$ cat src/rtl/refill_hint_pkg.sv
package refill_hint_pkg;
   localparam int unsigned RH_LFSR_W  = 16;
   localparam logic [15:0] RH_SEED    = 16'hCCCC;
   localparam logic [15:0] RH_TAPS    = 16'h8805;
   localparam int unsigned RH_SET_W   = 2;
   localparam int unsigned RH_IDX_W   = 4;
   localparam int unsigned RH_VPN_W   = 19;
   localparam int unsigned RH_SEL_W   = 32;
endpackage

$ cat src/rtl/rh_lfsr.sv
module rh_lfsr #(
   parameter int unsigned W    = 16,
   parameter logic [W-1:0] SEED = 16'hCCCC,
   parameter logic [W-1:0] TAPS = 16'h8805
) (
   input  logic         clk,
   input  logic         rst,
   input  logic         step_i,
   output logic [W-1:0] state_o
);
   if (W < 2) begin : g_bad_width
      $error("rh_lfsr: width must be at least 2");
   end
   if (TAPS == '0) begin : g_bad_taps
      $error("rh_lfsr: tap mask must not be zero");
   end
   if (SEED == '0) begin : g_bad_seed
      $error("rh_lfsr: seed of zero locks the register");
   end

   logic [W-1:0] state_q;
   logic [W-1:0] tapped;
   logic         fb;

   for (genvar i = 0; i < W; i++) begin : g_tap
      if (TAPS[i]) begin : g_on
         assign tapped[i] = state_q[i];
      end else begin : g_off
         assign tapped[i] = 1'b0;
      end
   end

   assign fb = ^tapped;

   always_ff @(posedge clk) begin
      if (rst) begin
         state_q <= SEED;
      end else if (step_i) begin
         state_q <= {fb, state_q[W-1:1]};
      end
   end

   assign state_o = state_q;
endmodule

$ cat src/rtl/rh_sel_pack.sv
module rh_sel_pack #(
   parameter int unsigned VPN_W = 19,
   parameter int unsigned IDX_W = 4,
   parameter int unsigned SET_W = 2,
   parameter int unsigned SEL_W = 32
) (
   input  logic [VPN_W-1:0] vpn_i,
   input  logic [SET_W-1:0] set_i,
   output logic [SEL_W-1:0] word_o
);
   localparam int unsigned SET_LSB = IDX_W;

   if (IDX_W > VPN_W) begin : g_bad_idx
      $error("rh_sel_pack: index wider than page number");
   end
   if (IDX_W + SET_W > SEL_W) begin : g_bad_sel
      $error("rh_sel_pack: fields do not fit the select word");
   end

   always_comb begin
      word_o                     = '0;
      word_o[IDX_W-1:0]          = vpn_i[IDX_W-1:0];
      word_o[SET_LSB +: SET_W]   = set_i;
   end
endmodule

$ cat src/rtl/refill_set_hint.sv
module refill_set_hint
   import refill_hint_pkg::*;
#(
   parameter int unsigned       LFSR_W = RH_LFSR_W,
   parameter logic [LFSR_W-1:0] SEED   = RH_SEED,
   parameter logic [LFSR_W-1:0] TAPS   = RH_TAPS,
   parameter int unsigned       SET_W  = RH_SET_W,
   parameter int unsigned       IDX_W  = RH_IDX_W,
   parameter int unsigned       VPN_W  = RH_VPN_W,
   parameter int unsigned       SEL_W  = RH_SEL_W
) (
   input  logic             clk,
   input  logic             rst,
   input  logic             fault_i,
   input  logic [VPN_W-1:0] fault_vpn_i,
   output logic [SET_W-1:0] set_hint_o,
   output logic [SEL_W-1:0] tlb_sel_o
);
   if (SET_W > LFSR_W) begin : g_bad_set
      $error("refill_set_hint: set field wider than the shift register");
   end

   logic [LFSR_W-1:0] lfsr_state;
   logic [SET_W-1:0]  set_now;
   logic [SEL_W-1:0]  sel_next;
   logic [SET_W-1:0]  hint_q;
   logic [SEL_W-1:0]  sel_q;

   rh_lfsr #(.W(LFSR_W), .SEED(SEED), .TAPS(TAPS)) u_lfsr (
      .clk     (clk),
      .rst     (rst),
      .step_i  (fault_i),
      .state_o (lfsr_state)
   );

   // hint is taken from the state before this fault's step
   assign set_now = lfsr_state[SET_W-1:0];

   rh_sel_pack #(.VPN_W(VPN_W), .IDX_W(IDX_W), .SET_W(SET_W), .SEL_W(SEL_W)) u_pack (
      .vpn_i  (fault_vpn_i),
      .set_i  (set_now),
      .word_o (sel_next)
   );

   always_ff @(posedge clk) begin
      if (rst) begin
         hint_q <= '0;
         sel_q  <= '0;
      end else if (fault_i) begin
         hint_q <= set_now;
         sel_q  <= sel_next;
      end
   end

   assign set_hint_o = hint_q;
   assign tlb_sel_o  = sel_q;
endmodule

$ cat config.mk
export PLATFORM = sky130hd
export DESIGN_NAME = refill_set_hint
export DESIGN_NICKNAME = d
export VERILOG_FILES = /design/src/rtl/refill_hint_pkg.sv /design/src/rtl/rh_lfsr.sv /design/src/rtl/rh_sel_pack.sv /design/src/rtl/refill_set_hint.sv
export SDC_FILE = /design/constraint.sdc
export NUM_CORES = 1
export LEC_CHECK = 0
export CORE_MARGIN = 5
export CORE_UTILIZATION = 37
export CTS_CLUSTER_SIZE = 20
export DETAILED_ROUTE_END_ITERATION = 10
export PLACE_DENSITY = 0.88
export SETUP_SLACK_MARGIN = 0.5
export SLEW_MARGIN = 5
export SYNTH_ARGS = -nofsm -noshare
export SYNTH_HDL_FRONTEND = slang
export SYNTH_SLANG_ARGS = --single-unit
$ cat constraint.sdc
create_clock -name clk -period 1.6 [get_ports clk]
set_clock_uncertainty 0.05 [all_clocks]
set_input_delay 0.32 -clock clk [delete_from_list [all_inputs] [get_ports clk]]
set_output_delay 0.32 -clock clk [all_outputs]
set_load 0.05 [all_outputs]
==> impl_metrics.json, run 1 <==
{
  "pwr_density_cell_nw_per_um2": 953,
  "yosys_warnings": 0,
  "multi_input_comb_area_sq_um": 423,
  "fraction_of_synthesized_cell_area_in_xor_and_xnor_cells_pct": 2.27,
  "cts_inserted_buffers": 3,
  "place.port_buffers": 14,
  "clock_path_buffers": 2,
  "synthToLayoutAreaGrowth_pct": 21.4,
  "yosys-top-cells-area": "sky130_fd_sc_hd__dfxtp_1 (42%), sky130_fd_sc_hd__buf_4 (22%), sky130_fd_sc_hd__mux2i_1 (13%)",
  "hold_path.class": "primary input to flip-flop",
  "status": "finished, final reports clean",
  "cell_count_after_synthesis": 101,
  "crit_slowest_cell": "sky130_fd_sc_hd__xnor3_1",
  "final_nets": 142,
  "seq_area_frac_synth_pct": 42.4,
  "pre_cts_slack_ns": 0.0272,
  "synth_compound_area_share_pct": 6.68,
  "dominant_combinational_cell_family_by_area_after_synthesis": "buffers and inverters",
  "grtUsageTotal_pct": 9.15,
  "cap_violations": 0,
  "fp.dieH_um": 61.8,
  "cell_at_the_root_of_the_clock_tree": "sky130_fd_sc_hd__clkbuf_4",
  "timing.setup.tns_ns": 0,
  "grt_max_degree": 13,
  "number_of_optimization_iterations_in_the_first_detailed_route_pass": 4,
  "drcViolationCount": 0,
  "num_vias": 622,
  "count_of_antenna_diodes_in_the_layout": 0,
  "biggest_cell_delay_along_the_critical_path_ns": 0.39,
  "finalCoreUtilization_pct": 47.8,
  "tritoncts_num_sinks": 21,
  "grt_pass1_wl_mm": 2.60,
  "critical-path-top-delay-family": "XOR/XNOR gates",
  "post_route_cells_drive_above_1_share_pct": 23.5,
  "simple_logic_cell_fraction_of_the_synthesized_area_pct": 10.7,
  "slew_violations": 0,
  "worstPathArrival_ns": 1.49,
  "layout.cells.most_common": "sky130_fd_sc_hd__conb_1",
  "grt_antenna_before_repair": 0,
  "synth_seq_cells": 21,
  "finalWorstSetupSlack_ns": 0.247,
  "h-tree-depth": 1,
  "route.detailed.vias_per_inst": 4.17,
  "synth_area_leader_cell": "sky130_fd_sc_hd__dfxtp_1",
  "num_io_pins": 56,
  "core_area_sq_um": 2520,
  "final_cell_mix": "sky130_fd_sc_hd__conb_1 (26), sky130_fd_sc_hd__dfxtp_1 (14), sky130_fd_sc_hd__mux2i_1 (13), sky130_fd_sc_hd__nor2_1 (13)",
  "worstSkewPairLatency_ns": 0.29,
  "worst_setup_path_start_kind": "flip-flop",
  "share_of_the_synthesized_area_in_the_top_cell_type_pct": 42.4,
  "fill_cells": 237,
  "report.final.setup_viol": 0,
  "rsz0062_at_grt": "true",
  "cts_tree": "yes",
  "routedWlPerCell_um": 11.0,
  "dpl_wire_length_mm": 1.26,
  "post_synth.cell_area_avg_sq_um": 9.82,
  "detailedRoute.firstIterationViolations": 3,
  "die_area_sq_um": 3820,
  "timing.final.crit_share_pct": 84.5,
  "power.leakage_nw": 0.585,
  "syn_area_sq_um": 992,
  "crit_buf_inv": 0,
  "cp_cell_instances": "xnor3_1, o21ai_1, or3b_1",
  "synth_adder_area_share_pct": 0,
  "period_minus_ws_final_ns": 1.35,
  "grt_pass1_vias": 560,
  "wirelength_mm": 1.64,
  "place_congestion": 0.675,
  "num_rows": 18,
  "residual_antenna_violating_net_count_after_detailed_routing": 0,
  "worst_setup_hold_path_clk_slew_ns": 0.11,
  "peakVddDrop_v": 0.000641,
  "crit_required_ns": 1.73,
  "die-width_um": 61.8,
  "timing.critical_path.to_type": "flip-flop",
  "regArea_sq_um": 432,
  "max_freq_mhz": 739,
  "hold_viol": 0,
  "initial_core_util_pct": 39.3,
  "multiplexer_share_of_the_synthesized_area_pct": 13.1,
  "gr-total-overflow": 0,
  "crit_path_max_fanout": 2,
  "synth_cell_type_count": 15,
  "worst_setup_path_class": "flip-flop to flip-flop"
}
## cells by family (layout without fill, tap and decap cells)
| kind of cell | Yosys count | count (layout) |
|---|---|---|
| buf+inv | 35 | 28 |
| other cells | 1 | 26 |
| flops | 21 | 21 |
| compound gates | 8 | 8 |
| xor+xnor | 1 | 1 |
| mux | 13 | 13 |
| simple gates | 22 | 22 |
## area by class of cell
type | instances | share of cell area [%]
clock buffer | 3 | 1.87
clock inverter | 1 | 0.415
inverter | 1 | 0.312
multi-input combinational | 70 | 35.1
sequential | 21 | 35.8
tap | 30 | 3.12
timing repair buffer | 23 | 23.4
## where the power goes
part | internal, mW | total, mW | leakage, nW | switching, mW
registers | 0.560 | 0.583 | 0.176 | 0.0232
clock network | 0.0929 | 0.238 | 0.0177 | 0.146
logic | 0.105 | 0.327 | 0.391 | 0.222
total | 0.757 | 1.15 | 0.585 | 0.391
## state kept, by name (all words and copies together) (netlist names)
name	cells
tlb_sel_o	4
u_lfsr.state_o	16
set_hint_o	1
## repair_timing
item,in CTS,in global routing
cloned,1,0
setup buffers,1,0
hold buffers,0,0
pin swaps,1,0
endpoints found under the hold margin,0,0
resized for setup,10,1
endpoints found under the setup margin,29,9
## cells in the mapped netlist
library cell,n
sky130_fd_sc_hd__a211o_1,7
sky130_fd_sc_hd__and2_1,2
sky130_fd_sc_hd__buf_2,2
sky130_fd_sc_hd__buf_4,29
sky130_fd_sc_hd__clkbuf_1,3
sky130_fd_sc_hd__conb_1,1
sky130_fd_sc_hd__dfxtp_1,21
sky130_fd_sc_hd__inv_1,1
sky130_fd_sc_hd__mux2i_1,13
sky130_fd_sc_hd__nor2_1,13
sky130_fd_sc_hd__nor2b_1,5
sky130_fd_sc_hd__nor3_1,1
sky130_fd_sc_hd__o21ai_1,1
sky130_fd_sc_hd__or3b_1,1
sky130_fd_sc_hd__xnor3_1,1
## layer usage
layer  track usage [%]  up-vias  share of wire [%]  wire (um)
met3              2.89        2                8.7        143
li1                  -      309                  -          -
met2              17.0       24                 53        862
met4              3.64        0               0.67         11
met1              9.42      287                 38        619
met5                 0        -                  0          0
## final timing paths
check / depth (start not counted) / end / from / slack (ns)
min reg2reg: 1 / u_lfsr.state_o[2] / u_lfsr.state_o[3] / 0.42
min: 2 / u_lfsr.state_o[0] / rst / 0.35
max reg2reg: 3 / u_lfsr.state_o[15] / u_lfsr.state_o[0] / 0.25
max: 3 / u_lfsr.state_o[15] / u_lfsr.state_o[0] / 0.25
## per-stage QoR
step           instance area (sq um)  total power, mW  hold slack, ns  std cells
2_1_floorplan                   1100            0.890           0.374        126
3_3_place_gp                    1150            0.908           0.390        143
3_5_place_dp                    1150            0.915           0.404        143
4_1_cts                         1200             1.16           0.337        149
5_1_grt                         1200             1.21           0.361        149
6_report                        1200             1.15           0.348        149
## worst register-to-register path: cells and delay by family, from the launching register on
family,cells,cell delay [ns]
flops,1,0.35
xor+xnor,1,0.39
compound gates,1,0.11
simple gates,1,0.35
Power figures use the tool's default switching activity.
==> run 2: changes to the inputs <==
- clock period: 1.6 -> 1.3 ns (I/O delays scaled with it)
==> run 2 against run 1 <==
Effect of this change:
- the flow now finishes with violations (setup timing)
- setup slack got worse by 0.32 ns
- sequential power increased by 23%
- combinational power increased by 42%
- total power increased by 29%
- clock power increased by 24%
- global-route usage increased by 0.86 points
- critical path depth unchanged
- register-to-register slack got worse by 0.32 ns
- sequential share of layout area decreased by 3.7 points
- die area unchanged
- largest cell class is now multi-input combinational cells
- largest power group unchanged
- highest routed layer unchanged
==> impl_metrics.json, run 2 (synthesis gave the netlist of run 1 again) <==
{
  "num_vias": 653,
  "grt_antenna_before_repair": 0,
  "grt_pass1_wl_mm": 2.82,
  "place.port_buffers": 14,
  "layout.cells.most_common": "sky130_fd_sc_hd__conb_1",
  "worst_setup_hold_path_clk_slew_ns": 0.10,
  "fp.dieH_um": 61.8,
  "status": "finished, violations left",
  "cap_violations": 0,
  "hold_viol": 0,
  "worst_setup_path_start_kind": "flip-flop",
  "final_nets": 148,
  "slew_violations": 0,
  "drcViolationCount": 0,
  "finalWorstSetupSlack_ns": -0.0688,
  "flip_flop_count_of_the_largest_register_after_layout": 16,
  "fill_cells": 231,
  "clock_path_buffers": 2,
  "num_io_pins": 56,
  "h-tree-depth": 1,
  "die_area_sq_um": 3820,
  "worst_setup_path_class": "flip-flop to flip-flop",
  "crit_path_max_fanout": 2,
  "hold_path.class": "primary input to flip-flop",
  "number_of_optimization_iterations_in_the_first_detailed_route_pass": 5,
  "rsz0062_at_grt": "true",
  "cts_inserted_buffers": 3,
  "peakVddDrop_v": 0.000762,
  "period_minus_ws_final_ns": 1.37,
  "die-width_um": 61.8,
  "timing.critical_path.to_type": "flip-flop",
  "grt_pass1_vias": 624,
  "wirelength_mm": 1.81,
  "core_area_sq_um": 2520,
  "grtUsageTotal_pct": 10.0,
  "routedWlPerCell_um": 11.7,
  "worstSkewPairLatency_ns": 0.29,
  "grt_max_degree": 13,
  "route.detailed.vias_per_inst": 4.21,
  "final_cell_mix": "sky130_fd_sc_hd__conb_1 (26), sky130_fd_sc_hd__nor2_1 (13), sky130_fd_sc_hd__mux2i_1 (12)",
  "initial_core_util_pct": 39.3,
  "timing.final.crit_share_pct": 105,
  "num_rows": 18,
  "finalCoreUtilization_pct": 54.2,
  "crit_required_ns": 1.43,
  "pwr_density_cell_nw_per_um2": 1080,
  "detailedRoute.firstIterationViolations": 5,
  "report.final.setup_viol": 1,
  "count_of_antenna_diodes_in_the_layout": 0,
  "post_route_cells_drive_above_1_share_pct": 32.8,
  "tritoncts_num_sinks": 21,
  "residual_antenna_violating_net_count_after_detailed_routing": 0,
  "gr-total-overflow": 0,
  "worstPathArrival_ns": 1.50,
  "pre_cts_slack_ns": -0.214,
  "dpl_wire_length_mm": 1.24,
  "failed_checks": "setup timing",
  "place_congestion": 0.714,
  "cts_tree": "yes",
  "cell_at_the_root_of_the_clock_tree": "sky130_fd_sc_hd__clkbuf_4",
  "synthToLayoutAreaGrowth_pct": 37.7,
  "max_freq_mhz": 731,
  "power.leakage_nw": 0.660
}
-- run 2: cell types whose count changed in the layout (fill, tap and decap cells not counted), moves of 2 or more --
| cell | change |
|---|---|
| sky130_fd_sc_hd__buf_6 | +4 |
| sky130_fd_sc_hd__dfxtp_1 | -4 |
| sky130_fd_sc_hd__buf_12 | +3 |
| sky130_fd_sc_hd__dfxtp_2 | +3 |
| sky130_fd_sc_hd__nor2b_1 | -2 |
| sky130_fd_sc_hd__nor2b_4 | +2 |
-- run 2: repair_timing --
action	in CTS	in global routing
pin swaps	2	1
hold buffers	0	0
resized for setup	11	10
cloned	2	0
buffers inserted	3	1
endpoints found under the setup margin	29	19
-- run 2: stage by stage --
step / cell area (sq um) / power [mW] / setup TNS [ns] / hold WS (ns) / cells
after CTS: 1330 / 1.48 / -0.0815 / 0.304 / 154
after global placement: 1200 / 1.13 / -2.29 / 0.391 / 145
after global routing: 1370 / 1.56 / -0.136 / 0.276 / 155
final: 1370 / 1.48 / -0.0688 / 0.277 / 155
after detailed placement: 1200 / 1.14 / -2.63 / 0.395 / 145
after floorplan: 1160 / 1.11 / -0.00554 / 0.314 / 126
-- run 2: power by group --
part | switching, mW | total [mW] | internal [mW]
Clock | 0.175 | 0.294 | 0.119
Sequential | 0.0307 | 0.720 | 0.690
Combinational | 0.285 | 0.465 | 0.180
-- run 2: final timing paths --
path	depth (start not counted)	from	to	slack (ns)
setup / recovery	3	u_lfsr.state_o[11]	u_lfsr.state_o[15]	-0.07
hold / removal	3	fault_i	u_lfsr.state_o[3]	0.28
setup reg to reg	3	u_lfsr.state_o[11]	u_lfsr.state_o[15]	-0.07
hold reg to reg	1	u_lfsr.state_o[3]	u_lfsr.state_o[2]	0.42
-- run 2: layout make-up --
type                       instances  area [sq um]  area share, %
sequential                        21           439           32.1
tap                               30          37.5           2.75
inverter                           1          3.75          0.275
multi-input combinational         70           442           32.3
clock buffer                       4          26.3           1.92
timing repair buffer              29           418           30.6
-- run 2: worst max-delay path: stages (launching register included) --
cell and delay [ns]:
sky130_fd_sc_hd__dfxtp_2 0.34, sky130_fd_sc_hd__xnor3_1 0.41, sky130_fd_sc_hd__o21ai_1 0.12, sky130_fd_sc_hd__or3b_1 0.35
-- run 2: layer usage --
layer	global-route usage [%]	vias to the layer above	routed length [um]
li1	-	323	-
met1	10.2	301	638
met2	19.0	27	987
met3	4.34	2	179
met4	1.82	0	7
met5	0	-	0
==> run 3: changes to the inputs <==
- SETUP_SLACK_MARGIN: 0.5 -> 0.02
==> run 3 against run 2 <==
Effect of this change:
- the run still ends with setup timing left
- wire length shrank 4.6%
- sequential cell count unchanged
- setup slack worse by 0.027 ns
- hold slack improved by 0.15 ns
- critical endpoint unchanged
- cell count fell by 3.9%
- via count decreased by 2.5%
- fmax down 1.9%
- die area unchanged
- combinational power decreased by 10%
==> impl_metrics.json, run 3 (synthesis gave the netlist of run 1 again) <==
{
  "wire_length_on_met3_um": 190,
  "timing.critical_path.to_type": "flip-flop",
  "final_cell_mix": "sky130_fd_sc_hd__conb_1 (26), sky130_fd_sc_hd__dfxtp_1 (18), sky130_fd_sc_hd__mux2i_1 (13), sky130_fd_sc_hd__nor2_1 (13)",
  "worstSkewPairLatency_ns": 0.29,
  "highest_layer": "met4",
  "initial_core_util_pct": 39.3,
  "rsz0062_at_grt": "true",
  "place.port_buffers": 14,
  "dpl_wire_length_mm": 1.40,
  "fp.dieH_um": 61.8,
  "number_of_optimization_iterations_in_the_first_detailed_route_pass": 3,
  "grt_pass1_vias": 626,
  "layout.cells.most_common": "sky130_fd_sc_hd__conb_1",
  "report.final.setup_viol": 1,
  "grt_antenna_before_repair": 0,
  "finalWorstSetupSlack_ns": -0.0955,
  "met1Wirelength_um": 580,
  "hold_path.class": "flip-flop to flip-flop",
  "worst_setup_path_class": "flip-flop to flip-flop",
  "num_vias": 637,
  "core_area_sq_um": 2520,
  "final_nets": 142,
  "post_route_cells_drive_above_1_share_pct": 19.3,
  "tritoncts_num_sinks": 21,
  "num_io_pins": 56,
  "num_rows": 18,
  "period_minus_ws_final_ns": 1.40,
  "crit_required_ns": 1.43,
  "routedWlPerCell_um": 11.6,
  "grt_pass1_wl_mm": 2.82,
  "grtUsageTotal_pct": 10.1,
  "cell_at_the_root_of_the_clock_tree": "sky130_fd_sc_hd__clkbuf_4",
  "synthToLayoutAreaGrowth_pct": 21.6,
  "hold_viol": 0,
  "worst_setup_path_start_kind": "flip-flop",
  "flip_flop_count_of_the_largest_register_after_layout": 16,
  "failed_checks": "setup timing",
  "route.detailed.vias_per_inst": 4.28,
  "peakVddDrop_v": 0.000996,
  "status": "finished, violations left",
  "fill_cells": 251,
  "die_area_sq_um": 3820,
  "place_congestion": 0.711,
  "drcViolationCount": 0,
  "pwr_density_cell_nw_per_um2": 1190,
  "worstPathArrival_ns": 1.53,
  "clock_path_buffers": 2,
  "dpl_cell_area_sq_um": 1170,
  "timing.final.crit_share_pct": 107,
  "die-width_um": 61.8,
  "slew_violations": 0,
  "cts_inserted_buffers": 3,
  "residual_antenna_violating_net_count_after_detailed_routing": 0,
  "power.leakage_nw": 0.578,
  "cts-hold-fix-buffers": 0,
  "cts_tree": "yes",
  "met2_wirelength_um": 944,
  "wirelength_mm": 1.73,
  "pre_cts_slack_ns": -0.208,
  "final_cell_area_sq_um": 1210,
  "crit_path_max_fanout": 2,
  "gr-total-overflow": 0,
  "max_freq_mhz": 717,
  "grt_max_degree": 16,
  "count_of_antenna_diodes_in_the_layout": 0,
  "detailedRoute.firstIterationViolations": 4,
  "cap_violations": 0,
  "worst_setup_hold_path_clk_slew_ns": 0.11,
  "h-tree-depth": 1
}
==> run 3: changes by cell type in the layout (fill, tap and decap cells not counted), moves of 2 or more <==
cell | previous run | this run
sky130_fd_sc_hd__dfxtp_2 | 9 | 3
sky130_fd_sc_hd__dfxtp_4 | 2 | 0
sky130_fd_sc_hd__clkdlybuf4s50_1 | 4 | 6
sky130_fd_sc_hd__buf_12 | 10 | 8
sky130_fd_sc_hd__nor2b_4 | 2 | 0
sky130_fd_sc_hd__buf_6 | 5 | 1
sky130_fd_sc_hd__dfxtp_1 | 10 | 18
sky130_fd_sc_hd__nor2b_1 | 3 | 5
==> run 3: path summary, 6_finish.rpt <==
path,from,to,slack [ns],depth (start not counted)
max reg2reg,u_lfsr.state_o[11],u_lfsr.state_o[15],-0.1,4
min,u_lfsr.state_o[3],u_lfsr.state_o[2],0.43,1
min reg2reg,u_lfsr.state_o[3],u_lfsr.state_o[2],0.43,1
max,u_lfsr.state_o[11],u_lfsr.state_o[15],-0.1,4
==> run 3: metrics by stage <==
stage | total power [mW] | utilization [%] | instances | TNS, ns | hold slack (ns)
after floorplan | 1.09 | - | 126 | -0.00578 | 0.314
after global placement | 1.12 | 46.2 | 144 | -2.44 | 0.394
after detailed placement | 1.14 | 46.2 | 144 | -3.03 | 0.405
after CTS | 1.44 | 47.3 | 148 | -0.0889 | 0.433
after global routing | 1.52 | 47.8 | 149 | -0.157 | 0.451
final | 1.44 | 47.8 | 149 | -0.0955 | 0.429
==> run 3: layout make-up <==
type                       instances  area (sq um)  share of cell area, %
sequential                        21           424                   35.2
multi-input combinational         70           423                   35.1
timing repair buffer              23           292                   24.2
tap                               30          37.5                   3.11
clock buffer                       4          26.3                   2.18
inverter                           1          3.75                  0.311
==> run 3: power by group <==
part           switching, mW  internal [mW]  leakage [nW]
Sequential            0.0296          0.689         0.175
Combinational          0.278          0.140         0.388
Clock                  0.181          0.119        0.0150
Total                  0.488          0.949         0.578
==> run 3: critical path: stages (launching register included) <==
cell,delay (ns)
sky130_fd_sc_hd__dfxtp_2,0.34
sky130_fd_sc_hd__xnor3_1,0.39
sky130_fd_sc_hd__buf_4,0.12
sky130_fd_sc_hd__nor3_1,0.04
sky130_fd_sc_hd__or3b_1,0.35
==> run 3: per-layer routing <==
metal	up-vias	track usage, %
met4	0	2.73
met2	29	19.4
li1	310	-
met5	-	0
met1	296	9.31
met3	2	4.96
==> run 3: what timing repair did <==
| item | CTS | global route |
|---|---|---|
| pin swaps | 1 | 2 |
| resized for setup | 1 | 2 |
| setup buffers | 0 | 1 |
| setup endpoints to repair | 1 | 5 |
